### src/rtl/dpca_pkg.sv
package dpca_pkg;
   typedef enum logic [1:0] {
      OWN_NONE  = 2'd0,
      OWN_LEFT  = 2'd1,
      OWN_RIGHT = 2'd2
   } owner_e;

   localparam int PORTS = 2;
   localparam int LEFT  = 0;
   localparam int RIGHT = 1;
endpackage

### src/rtl/dpca_port_stage.sv
module dpca_port_stage #(
   parameter int ADDR_W = 13
) (
   input  logic              clk,
   input  logic              rst_n,
   input  logic              en,
   input  logic [ADDR_W-1:0] addr,
   input  logic              wr,
   input  logic              busy_in,
   output logic              q_en,
   output logic [ADDR_W-1:0] q_addr,
   output logic              q_wr,
   output logic              q_busy_in,
   output logic              fresh
);
   logic              p_en;
   logic [ADDR_W-1:0] p_addr;

   always_ff @(posedge clk or negedge rst_n) begin
      if (!rst_n) begin
         q_en      <= 1'b0;
         q_addr    <= '0;
         q_wr      <= 1'b0;
         q_busy_in <= 1'b0;
         p_en      <= 1'b0;
         p_addr    <= '0;
      end else begin
         q_en      <= en;
         q_addr    <= addr;
         q_wr      <= wr;
         q_busy_in <= busy_in;
         p_en      <= q_en;
         p_addr    <= q_addr;
      end
   end

   // the access is new if the enable just rose or the address just moved
   always_comb fresh = q_en && (!p_en || (p_addr != q_addr));
endmodule

### src/rtl/dpca_addr_match.sv
module dpca_addr_match #(
   parameter int ADDR_W = 13
) (
   input  logic              a_en,
   input  logic [ADDR_W-1:0] a_addr,
   input  logic              b_en,
   input  logic [ADDR_W-1:0] b_addr,
   output logic              hit
);
   logic [ADDR_W-1:0] bit_eq;

   for (genvar i = 0; i < ADDR_W; i++) begin : g_bit
      assign bit_eq[i] = ~(a_addr[i] ^ b_addr[i]);
   end

   assign hit = a_en && b_en && (&bit_eq);
endmodule

### src/rtl/dpca_owner_fsm.sv
module dpca_owner_fsm
   import dpca_pkg::*;
(
   input  logic   clk,
   input  logic   rst_n,
   input  logic   hit,
   input  logic   fresh_l,
   input  logic   fresh_r,
   output owner_e owner
);
   owner_e owner_q;

   always_comb begin
      if (!hit)
         owner = OWN_NONE;
      else if (owner_q != OWN_NONE)
         owner = owner_q;
      else if (fresh_l && !fresh_r)
         owner = OWN_RIGHT;
      else
         owner = OWN_LEFT;
   end

   always_ff @(posedge clk or negedge rst_n) begin
      if (!rst_n) owner_q <= OWN_NONE;
      else        owner_q <= owner;
   end
endmodule

### src/rtl/dpca_write_gate.sv
module dpca_write_gate (
   input  logic slave_mode,
   input  logic q_en,
   input  logic q_wr,
   input  logic q_busy_in,
   input  logic lost,
   output logic busy_o,
   output logic wr_ok
);
   logic inhibit;

   always_comb begin
      busy_o  = !slave_mode && lost;
      inhibit = slave_mode ? q_busy_in : lost;
      wr_ok   = q_en && q_wr && !inhibit;
   end
endmodule

### src/rtl/dpca_arbiter.sv
module dpca_arbiter
   import dpca_pkg::*;
#(
   parameter int ADDR_W = 13
) (
   input  logic              clk,
   input  logic              rst_n,
   input  logic              slave_mode,
   input  logic              l_en,
   input  logic [ADDR_W-1:0] l_addr,
   input  logic              l_wr,
   input  logic              l_busy_in,
   input  logic              r_en,
   input  logic [ADDR_W-1:0] r_addr,
   input  logic              r_wr,
   input  logic              r_busy_in,
   output logic              l_busy,
   output logic              r_busy,
   output logic              l_wr_ok,
   output logic              r_wr_ok
);
   if (ADDR_W < 1 || ADDR_W > 32) begin : g_bad_width
      $error("dpca_arbiter: ADDR_W must lie in 1..32");
   end

   logic [PORTS-1:0]  in_en, in_wr, in_bin;
   logic [ADDR_W-1:0] in_addr [PORTS];
   logic [PORTS-1:0]  q_en, q_wr, q_bin, fresh, lost, busy_v, wr_ok_v;
   logic [ADDR_W-1:0] q_addr [PORTS];
   logic              hit;
   owner_e            owner;

   assign in_en         = {r_en, l_en};
   assign in_wr         = {r_wr, l_wr};
   assign in_bin        = {r_busy_in, l_busy_in};
   assign in_addr[LEFT]  = l_addr;
   assign in_addr[RIGHT] = r_addr;

   for (genvar p = 0; p < PORTS; p++) begin : g_port
      dpca_port_stage #(.ADDR_W(ADDR_W)) u_stage (
         .clk       (clk),
         .rst_n     (rst_n),
         .en        (in_en[p]),
         .addr      (in_addr[p]),
         .wr        (in_wr[p]),
         .busy_in   (in_bin[p]),
         .q_en      (q_en[p]),
         .q_addr    (q_addr[p]),
         .q_wr      (q_wr[p]),
         .q_busy_in (q_bin[p]),
         .fresh     (fresh[p])
      );

      dpca_write_gate u_gate (
         .slave_mode (slave_mode),
         .q_en       (q_en[p]),
         .q_wr       (q_wr[p]),
         .q_busy_in  (q_bin[p]),
         .lost       (lost[p]),
         .busy_o     (busy_v[p]),
         .wr_ok      (wr_ok_v[p])
      );
   end

   dpca_addr_match #(.ADDR_W(ADDR_W)) u_match (
      .a_en   (q_en[LEFT]),
      .a_addr (q_addr[LEFT]),
      .b_en   (q_en[RIGHT]),
      .b_addr (q_addr[RIGHT]),
      .hit    (hit)
   );

   dpca_owner_fsm u_owner (
      .clk     (clk),
      .rst_n   (rst_n),
      .hit     (hit),
      .fresh_l (fresh[LEFT]),
      .fresh_r (fresh[RIGHT]),
      .owner   (owner)
   );

   assign lost[LEFT]  = (owner == OWN_RIGHT);
   assign lost[RIGHT] = (owner == OWN_LEFT);

   assign l_busy  = busy_v[LEFT];
   assign r_busy  = busy_v[RIGHT];
   assign l_wr_ok = wr_ok_v[LEFT];
   assign r_wr_ok = wr_ok_v[RIGHT];
endmodule

### config.mk
export PLATFORM = sky130hd
export DESIGN_NAME = dpca_arbiter
export DESIGN_NICKNAME = d
export VERILOG_FILES = /design/src/rtl/dpca_pkg.sv /design/src/rtl/dpca_port_stage.sv /design/src/rtl/dpca_addr_match.sv /design/src/rtl/dpca_owner_fsm.sv /design/src/rtl/dpca_write_gate.sv /design/src/rtl/dpca_arbiter.sv
export SDC_FILE = /design/constraint.sdc
export NUM_CORES = 1
export LEC_CHECK = 0
export BUFFER_PORTS_ARGS = -buffer_cell sky130_fd_sc_hd__buf_2
export CORE_MARGIN = 4
export CORE_UTILIZATION = 35
export DETAILED_ROUTE_END_ITERATION = 7
export GPL_ROUTABILITY_DRIVEN = 0
export PLACE_DENSITY = 0.65
export SLEW_MARGIN = 20
export SYNTH_ARGS = -nofsm -noshare
export SYNTH_HDL_FRONTEND = slang
export SYNTH_SLANG_ARGS = --single-unit
### constraint.sdc
create_clock -name clk -period 2.4 [get_ports clk]
set_input_delay 0.36 -clock clk [delete_from_list [all_inputs] [get_ports clk]]
set_output_delay 0.36 -clock clk [all_outputs]
set_load 0.005 [all_outputs]
==> results_dict.tcl <==
set metrics [dict create \
    status "finished, violations left" \
    violations "setup timing" \
    ant_nets 0 \
    cts.clk_slew.worst_paths_ns 0.06 \
    arrival_ns 2.23 \
    placed_cells 257 \
    grt_usage_pct 12.9 \
    drtPass1Iterations 5 \
    core-area_um2 5890 \
    max-cap-violations 0 \
    final_cell_area_um2 2860 \
    area_delta_synth_final_pct 35.0 \
    synth_cells 139 \
    start_kind "flip-flop" \
    crit_fanout 3 \
    first_global_vias 1473 \
    ys_ff_latch 62 \
    grt_setup_unrepaired "yes" \
    finalCriticalPeriod_ns 2.59 \
    insertion_delay_ns 0.33 \
    yosysWarnings 0 \
    fin_crit_sh_pct 108 \
    timing.final.ws_setup_ns -0.189 \
    max_freq_mhz 386 \
    p_leak_nw 1.28 \
    cp.required_ns 2.04 \
    gr-total-overflow 0 \
    fin_cells 291 \
    post_dp_cell_area_um2 2440 \
    worst_pin_slew_ns 0.425 \
    holdPathStages 1 \
    cts_tree "yes" \
    r2r_setup_slack_ns -0.11 \
    wirelength_um 4220 \
    hold_viol_final 0 \
    cts-htree-levels 3 \
    worstSetupPathType "flip-flop to output port" \
    port_buffers 38 \
    layout-drive-gt1-share_pct 39.4 \
    crit_start "g_port[1].u_stage.q_addr[11]" \
    fin_tns_setup_ns -0.526 \
    viasPerCell 4.41 \
    dieArea_um2 7360 \
    wl_per_cell_um 14.5 \
    die_w_um 85.8 \
    syn_nets 174 \
    total_power_mw 2.27 \
    ir_drop_mv 0.488 \
    num_vias 1282 \
    yosysTopAreaCell "dfrtp_1" \
    p_per_area_nw_per_um2 793 \
    antenna_found_initial 0 \
    antenna_cells 0 \
    drc 0 \
    start_util_pct 36.0 \
    r2r_cells 13 \
    ioPinCount 39 \
    cts_root_buf "clkbuf_8" \
    finalSetupViolCount 6 \
    avgSynthCellArea_um2 15.2 \
    drt_iter0_drc 53 \
    dp_hpwl_um 2800 \
    numClockSinks 62 \
    final_nets 246 \
    rows 28 \
    nFillCells 541 \
    cp-end-kind "output port" \
    hold_class "input port to flip-flop" \
    ys_types 20 \
    fin_hold_ws_ns 0.132 \
    drv_slew 0 \
    worstHoldStart "r_addr[2]" \
    finClkSkew_ns 0.00644 \
    ys_top_cells_by_area "dfrtp_1 (73%), xnor2_1 (11%), xor2_1 (5.4%)" \
    grt_max_degree 25 \
    synth.cell_area_um2 2120 \
    fp.dieH_um 85.8 \
    synth_top_area_share_pct 73.2 \
    grt_first_pass_wirelength_um 6930 \
    r2r-start "g_port[1].u_stage.q_addr[5]" \
    clockBufferDepth 2 \
    relSlewSlack_pct 71.7 \
    yosysSeqAreaShare_pct 73.2 \
    cts_buffers 9 \
]
-- cells by family (layout without fill, tap and decap cells) --
kind of cell	after synthesis	after routing	share of synthesized area, %
DFF	62	62	73.2
xor gates and xnor gates	39	39	16.1
and+or+nand+nor	28	28	7.38
AOI/OAI and AO/OA	9	9	3.07
buffers and inverters	1	78	0.177
-- path summary, 6_finish.rpt --
kind | endpoint
worst max-delay path | l_busy
worst min-delay path | g_port[1].u_stage.q_addr[2]
worst max register to register | u_owner.owner_q[0]
worst min register to register | g_port[0].u_stage.p_addr[10]
max in group asynchronous | g_port[1].u_stage.p_addr[7]
min in group asynchronous | g_port[0].u_stage.q_addr[10]
-- through the flow --
step / worst slack (ns) / util, %
3_5_place_dp: 0.0835 / 41.5
4_1_cts: -0.153 / 47.9
2_1_floorplan: 0.400 / -
3_3_place_gp: 0.0926 / 41.5
5_1_grt: -0.278 / 48.6
6_report: -0.189 / 48.6
-- cell type report --
class	instances	area, um^2	area share, %
Sequential cell	62	1550	54.3
Multi-Input combinational cell	76	628	22.0
Timing Repair Buffer	61	365	12.8
Clock buffer	13	149	5.21
Tap cell	75	93.8	3.28
Clock inverter	3	67.6	2.36
Inverter	1	3.75	0.131
-- metal layers --
layer,GRT usage (%),vias up,part of all wire (%)
met1,15.5,624,42
met2,19.8,43,49
li1,-,609,-
met3,7.20,6,7.3
met4,3.88,0,1.2
met5,0,-,0
-- report_power, final --
group | switching (mW) | internal [mW]
sequential | 0.0392 | 1.10
combinational | 0.0735 | 0.0833
clock | 0.361 | 0.614
-- synthesized netlist by cell type --
| cell type | n |
|---|---|
| inv_1 | 1 |
| and3_1 | 1 |
| nor3b_1 | 1 |
| nor2_1 | 2 |
| nand2b_1 | 1 |
| or4_4 | 1 |
| nand2_1 | 7 |
| nor4_1 | 4 |
| xor2_1 | 13 |
| dfrtp_1 | 62 |
| a211oi_2 | 1 |
| a211o_1 | 1 |
| nor3_1 | 2 |
| o31a_1 | 1 |
| a22oi_1 | 1 |
| or2_2 | 1 |
| a21oi_1 | 4 |
| xnor2_1 | 26 |
| o211ai_1 | 1 |
| nand4_1 | 8 |
-- cell usage in the layout (no fill, tap or decap), drive strengths merged --
master / netlist / layout
buf: 0 / 60
or4: 1 / 1
a211oi: 1 / 1
clkbuf: 0 / 13
a21oi: 4 / 4
nand2: 7 / 7
and3: 1 / 1
a22oi: 1 / 1
o211ai: 1 / 1
clkinvlp: 0 / 1
nand4: 8 / 8
xnor2: 26 / 26
nand2b: 1 / 1
nor4: 4 / 4
dlygate4sd3: 0 / 1
inv: 1 / 1
nor2: 2 / 2
dfrtp: 62 / 62
a211o: 1 / 1
or2: 1 / 1
nor3: 2 / 2
xor2: 13 / 13
nor3b: 1 / 1
o31a: 1 / 1
bufinv: 0 / 2
-- flip-flops by register name, summed over array words and instances, names as in the netlist --
name / cells
u_owner.owner_q: 2
g_port.u_stage.q_en: 2
g_port.u_stage.p_en: 2
g_port.u_stage.q_busy_in: 2
g_port.u_stage.q_wr: 2
g_port.u_stage.q_addr: 26
g_port.u_stage.p_addr: 26
-- worst max-delay path, cell delays in order, from the launching register on --
cell and delay [ns]:
dfrtp_1 0.42, xnor2_1 0.16, nand4_1 0.13, or4_4 0.57, a211o_1 0.36, a21oi_2 0.14
buf_2 0.12
-- repair_timing --
action / in CTS / in global routing
gates resized for setup: 8 / 3
hold endpoints to repair: 17 / 0
endpoints found under the setup margin: 4 / 6
buffers inserted: 14 / 3
hold buffers: 1 / 0
pin swaps: 14 / 9
No activity file was read; power rests on OpenSTA's default activity.
